===== config.mk =====
export PLATFORM = sky130hd
export DESIGN_NAME = serial_addsub
export DESIGN_NICKNAME = d
export VERILOG_FILES = /design/src/rtl/addsub_pkg.sv /design/src/rtl/digit_adder.sv /design/src/rtl/digit_shifter.sv /design/src/rtl/step_ctrl.sv /design/src/rtl/serial_addsub.sv
export SDC_FILE = /design/constraint.sdc
export NUM_CORES = 1
export LEC_CHECK = 0
export BUFFER_PORTS_ARGS = -buffer_cell sky130_fd_sc_hd__buf_2
export CAP_MARGIN = 15
export CORE_UTILIZATION = 49
export DETAILED_ROUTE_END_ITERATION = 8
export PLACE_DENSITY = 0.77
export RECOVER_POWER = 100
export SLEW_MARGIN = 20
export SYNTH_ARGS = -nofsm -noshare
export SYNTH_HDL_FRONTEND = slang
export SYNTH_HIERARCHICAL = 1
export SYNTH_SLANG_ARGS = --single-unit

===== constraint.sdc =====
create_clock -name clk -period 2.3 [get_ports clk]
set_input_delay 0.46 -clock clk [delete_from_list [all_inputs] [get_ports clk]]
set_output_delay 0.46 -clock clk [all_outputs]
set_load 0.01 [all_outputs]

===== src/rtl/addsub_pkg.sv =====
package addsub_pkg;
  typedef enum logic {
    OP_ADD = 1'b0,
    OP_SUB = 1'b1
  } op_e;

  typedef enum logic {
    ST_IDLE = 1'b0,
    ST_RUN  = 1'b1
  } st_e;
endpackage


===== src/rtl/digit_adder.sv =====
// Ripple-carry adder over one digit, built from a chain of 1-bit full adders.
module digit_adder #(
  parameter int DW = 4
) (
  input  logic [DW-1:0] a_i,
  input  logic [DW-1:0] b_i,
  input  logic          c_i,
  output logic [DW-1:0] s_o,
  output logic          c_o
);
  logic [DW:0] chain;

  assign chain[0] = c_i;

  for (genvar k = 0; k < DW; k++) begin : g_fa
    assign s_o[k]     = a_i[k] ^ b_i[k] ^ chain[k];
    assign chain[k+1] = (a_i[k] & b_i[k]) | (chain[k] & (a_i[k] ^ b_i[k]));
  end

  assign c_o = chain[DW];
endmodule


===== src/rtl/digit_shifter.sv =====
// Operand store: loaded in parallel, then shifted one digit per step,
// so the low digit is always the one being processed.
module digit_shifter #(
  parameter int DW = 4,
  parameter int ND = 4,
  localparam int W = DW * ND
) (
  input  logic          clk,
  input  logic          rst_n,
  input  logic          load_i,
  input  logic          shift_i,
  input  logic [W-1:0]  d_i,
  output logic [DW-1:0] dig_o
);
  logic [W-1:0] q_r, q_n;
  logic         en;

  always_comb begin
    en  = load_i | shift_i;
    q_n = q_r;
    if (load_i)       q_n = d_i;
    else if (shift_i) q_n = W'(q_r >> DW);
  end

  always_ff @(posedge clk or negedge rst_n) begin
    if (!rst_n)  q_r <= '0;
    else if (en) q_r <= q_n;
  end

  assign dig_o = q_r[DW-1:0];
endmodule


===== src/rtl/step_ctrl.sv =====
// Sequencer: idle/run state and digit counter.
module step_ctrl #(
  parameter int ND = 4
) (
  input  logic clk,
  input  logic rst_n,
  input  logic start_i,
  output logic accept_o,
  output logic step_o,
  output logic busy_o,
  output logic done_o
);
  import addsub_pkg::*;

  localparam int CNT_W = (ND > 1) ? $clog2(ND) : 1;
  localparam logic [CNT_W-1:0] LAST = CNT_W'(ND - 1);

  st_e              st_r, st_n;
  logic [CNT_W-1:0] cnt_r, cnt_n;
  logic             done_r, done_n;
  logic             last;

  always_comb begin
    accept_o = (st_r == ST_IDLE) && start_i;
    step_o   = (st_r == ST_RUN);
    last     = step_o && (cnt_r == LAST);
    st_n     = st_r;
    cnt_n    = cnt_r;
    done_n   = 1'b0;
    unique case (st_r)
      ST_IDLE: begin
        if (start_i) begin
          st_n  = ST_RUN;
          cnt_n = '0;
        end
      end
      ST_RUN: begin
        if (last) begin
          st_n   = ST_IDLE;
          done_n = 1'b1;
        end else begin
          cnt_n = cnt_r + 1'b1;
        end
      end
      default: st_n = ST_IDLE;
    endcase
  end

  always_ff @(posedge clk or negedge rst_n) begin
    if (!rst_n) begin
      st_r   <= ST_IDLE;
      cnt_r  <= '0;
      done_r <= 1'b0;
    end else begin
      st_r   <= st_n;
      cnt_r  <= cnt_n;
      done_r <= done_n;
    end
  end

  assign busy_o = step_o;
  assign done_o = done_r;

  AST_DONE_SINGLE: assert property (@(posedge clk) disable iff (!rst_n)
    done_o |=> !done_o);
  AST_BUSY_DONE_EXCL: assert property (@(posedge clk) disable iff (!rst_n)
    $onehot0({busy_o, done_o}));
  AST_DONE_AFTER_BUSY: assert property (@(posedge clk) disable iff (!rst_n)
    $rose(done_o) |-> $past(busy_o));
endmodule


===== src/rtl/serial_addsub.sv =====
module serial_addsub #(
  parameter int DIGIT_W    = 4,
  parameter int NUM_DIGITS = 4,
  localparam int WIDTH     = DIGIT_W * NUM_DIGITS
) (
  input  logic             clk,
  input  logic             rst_n,
  input  logic             start_i,
  input  logic             sub_i,
  input  logic [WIDTH-1:0] a_i,
  input  logic [WIDTH-1:0] b_i,
  output logic             busy_o,
  output logic             done_o,
  output logic [WIDTH-1:0] sum_o,
  output logic             cy_bw_o
);
  import addsub_pkg::*;

  logic               accept, step;
  logic [DIGIT_W-1:0] a_dig, b_dig, b_eff, s_dig;
  logic               c_out;

  op_e                op_r, op_n;
  logic               cy_r, cy_n, cy_en;
  logic [WIDTH-1:0]   res_r, res_n;

  step_ctrl #(.ND(NUM_DIGITS)) u_ctrl (
    .clk      (clk),
    .rst_n    (rst_n),
    .start_i  (start_i),
    .accept_o (accept),
    .step_o   (step),
    .busy_o   (busy_o),
    .done_o   (done_o)
  );

  digit_shifter #(.DW(DIGIT_W), .ND(NUM_DIGITS)) u_opa (
    .clk     (clk),
    .rst_n   (rst_n),
    .load_i  (accept),
    .shift_i (step),
    .d_i     (a_i),
    .dig_o   (a_dig)
  );

  digit_shifter #(.DW(DIGIT_W), .ND(NUM_DIGITS)) u_opb (
    .clk     (clk),
    .rst_n   (rst_n),
    .load_i  (accept),
    .shift_i (step),
    .d_i     (b_i),
    .dig_o   (b_dig)
  );

  // Subtract: inverted subtrahend digit into the same adder.
  assign b_eff = (op_r == OP_SUB) ? ~b_dig : b_dig;

  digit_adder #(.DW(DIGIT_W)) u_add (
    .a_i (a_dig),
    .b_i (b_eff),
    .c_i (cy_r),
    .s_o (s_dig),
    .c_o (c_out)
  );

  always_comb begin
    op_n  = accept ? op_e'(sub_i) : op_r;
    cy_en = accept | step;
    cy_n  = accept ? sub_i : c_out;      // preset: 0 for add, 1 for subtract
    res_n = {s_dig, res_r[WIDTH-1:DIGIT_W]};
  end

  always_ff @(posedge clk or negedge rst_n) begin
    if (!rst_n) begin
      op_r  <= OP_ADD;
      cy_r  <= 1'b0;
      res_r <= '0;
    end else begin
      if (accept) op_r  <= op_n;
      if (cy_en)  cy_r  <= cy_n;
      if (step)   res_r <= res_n;
    end
  end

  assign sum_o   = res_r;
  assign cy_bw_o = cy_r ^ (op_r == OP_SUB);

  AST_CARRY_PRESET: assert property (@(posedge clk) disable iff (!rst_n)
    accept |=> cy_r == $past(sub_i));
  AST_START_IGNORED: assert property (@(posedge clk) disable iff (!rst_n)
    busy_o && start_i |=> op_r == $past(op_r));
  AST_SUM_HELD: assert property (@(posedge clk) disable iff (!rst_n)
    !busy_o |=> $stable(sum_o));
  AST_FLAG_HELD: assert property (@(posedge clk) disable iff (!rst_n)
    !busy_o && !start_i |=> $stable(cy_bw_o));
endmodule


==> run summary <==
synth cell count leaders = 54 x dfrtp_1, 33 x nand2_1, 25 x mux2i_1, 21 x o21ai_0
Worst EP arrival = 2540 ps
antenna violations before repair = 0
met1 WL = 2.03 mm
GRT Resource Usage Total = 0.170
Final Instance Area = 0.00291 sq mm
unrepaired setup endpoints after global routing = true
post-synthesis sequential area ratio = 0.515
vias in the first global route = 1549
Hold Crit Class = in -> reg
# DRC = 0
Num CTS Buffers = 5
initial core utilization = 0.510
clk sinks = 54
Core Rows = 26
die area = 0.00565 sq mm
peak supply drop = 0.000708 V
CP max FO = 2
n_diodes = 0
synth unique cells = 23
Starting DRT DRC Count = 40
final wirelength = 4.32 mm
Layout fillers = 492
Hold Startpoint = a_i[11]
Critical R2R Launch = u_opb/q_r[0]
IO buf count = 54
via count = 1639
Remaining Overflow, GRT = 0
largest net degree at the start of global routing = 41
Avg Cell Area, Syn = 11.8 sq um
Placed Area = 0.00284 sq mm
R2R Path End = sum_o[15]
Hold Crit Endpoint = u_opa/q_r[11]
Clock Latency Late Sink = 310 ps
max_cap viols = 0
leakage = 0.00143 uW
Worst slew margin = 0.0980
first-pass GRT wire length = 7.10 mm
register area = 0.00135 sq mm
first-pass iteration count of the detailed router = 4
htree depth = 2
fraction of layout instances using a drive strength above 1 = 0.269
Cells after Synth = 222
Nets = 311
#FFs+latches synth = 54
final period utilization = 1.02
Post-Syn Nets = 263
Max Used Layer = met4
vias per inst = 4.81
final setup margin = -45.8 ps
num ports = 55
die height = 75.2 microns
Slew @ Worst Pin = 1350 ps
remaining antenna violation count after routing = 0
maximum root-to-sink buffer count = 2
WS Path Type = reg -> reg
Yosys warnings = 6
worst hold stages = 3
Post-synth EDFFs = 0
Multi-input gate area = 0.00104 sq mm
Final Util = 0.567
cell with the most instances after synthesis = dfrtp_1
final hold vios = 0
Total Power = 3980 uW
Synth area leaders = dfrtp_1 52%, mux2i_1 9.5%, mux2_4 5.2%
Setup crit end kind = flip-flop
Max Clock Skew = 8.82 ps
post-route setup TNS = -45.8 ps
Critical Path RT = 2490 ps
root buffer cell = clkbuf_8
met3 routed WL = 220 microns
setup violators final = 1
status = complete, but fails checks
Clock Pin Slew Worst Setup and Hold Paths = 90 ps
DP HPWL = 3.04 mm
DR WL/cell = 12.7 microns
Die X = 75.2 microns
power per cell area = 1370 mW/mm^2
ys flop type = dfrtp_1
Max Fclk = 0.426 GHz
R2R Setup Slk = -50 ps
minimum clock period = 2350 ps
largest area contributor in the netlist = dfrtp_1
crit start category = flip-flop
Post-Synthesis Cell Area = 0.00262 sq mm
Synth top area share = 0.515
reg2reg path depth = 10
met2 routed WL = 2.01 mm
failing checks = setup timing
Final Wtd Congestion = 0.766
FFs w/ async S/R, synth = 1.00
Core Area = 0.00514 sq mm
CTS tree = yes
Slew Viols, Final = 0
Synth-to-Final Area Change = 11.1%
[critical path, stage by stage, from the launching register on]
cell and delay (ps):
dfrtp_1 420, xor2_2 190, fa_2 220, inv_2 40
fa_2 330, inv_2 70, fa_2 190, inv_2 40
fa_1 460, inv_1 40, mux2_4 240
[layout make-up]
type	instances	area share
Clock inverter	2	0.00430
Clock buffer	6	0.0284
Tap cell	70	0.0301
Inverter	12	0.0155
Sequential cell	54	0.464
Timing Repair Buffer	63	0.102
Multi-Input combinational cell	134	0.356
[flip-flops by register name, summed over array words and instances (netlist names)]
register       count
u_opa/q_r         16
u_ctrl/cnt_r       2
u_opb/q_r         16
cy_r               1
u_ctrl/done_o      1
op_r               1
u_ctrl/busy_o      1
sum_o             16
[power by group]
part	internal [uW]	switching, uW
clock	242	291
combinational	926	862
sequential	1370	297
[per-stage QoR]
| step | setup slack, ps | hold WS (ps) | instances |
|---|---|---|---|
| 3_5_place_dp | -85.5 | 488 | 332 |
| 5_1_grt | -146 | 346 | 341 |
| 2_1_floorplan | -50.1 | 164 | 222 |
| 6_report | -45.8 | 358 | 341 |
| 4_1_cts | -80.9 | 153 | 341 |
| 3_3_place_gp | -14.9 | 488 | 332 |
[per-layer routing]
metal,vias up,track usage
met5,-,0
met4,0,0.0494
met3,6,0.0495
met2,39,0.273
met1,776,0.224
li1,818,-
[placed cells by master (no fill, tap or decap), drive strengths merged]
cell type	instances
dfrtp	54
buf	38
o21ai	34
nand2	33
clkbuf	31
mux2i	25
mux2	17
inv	12
nand2b	8
xor2	5
fa	4
a22o	2
clkinv	1
clkinvlp	1
nor2b	1
and2	1
a21o	1
xnor2	1
nor2	1
ha	1
[repair_timing]
item | CTS | global route
endpoints found under the setup margin | 1 | 2
gates resized for setup | 6 | 1
pin swaps | 3 | 3
cloned | 0 | 0
hold buffers | 0 | 0
buffers inserted | 1 | 0
[worst max path at each step]
stage                            start         to  slack (ps)  cells after the start
final                     u_opb/q_r[0]  sum_o[15]         -50                     10
after global routing      u_opb/q_r[0]  sum_o[15]        -150                     10
after CTS                         op_r  sum_o[15]         -80                     10
after detailed placement  u_opb/q_r[0]  sum_o[15]         -90                     10
after global placement    u_opb/q_r[0]  sum_o[15]         -10                     10
after floorplan           u_opb/q_r[0]  sum_o[15]         -50                     11
[cells by family (layout without fill, tap and decap cells)]
kind of cell | Yosys count | count (layout) | synth area share
AOI/OAI and AO/OA | 37 | 37 | 0.0744
and+or+nand+nor | 44 | 44 | 0.0730
DFF | 54 | 54 | 0.515
muxes | 42 | 42 | 0.181
xor gates and xnor gates | 6 | 6 | 0.0200
adders and majority gates | 5 | 5 | 0.0353
buffers and inverters | 34 | 83 | 0.101
No activity file was read; power rests on OpenSTA's default activity.
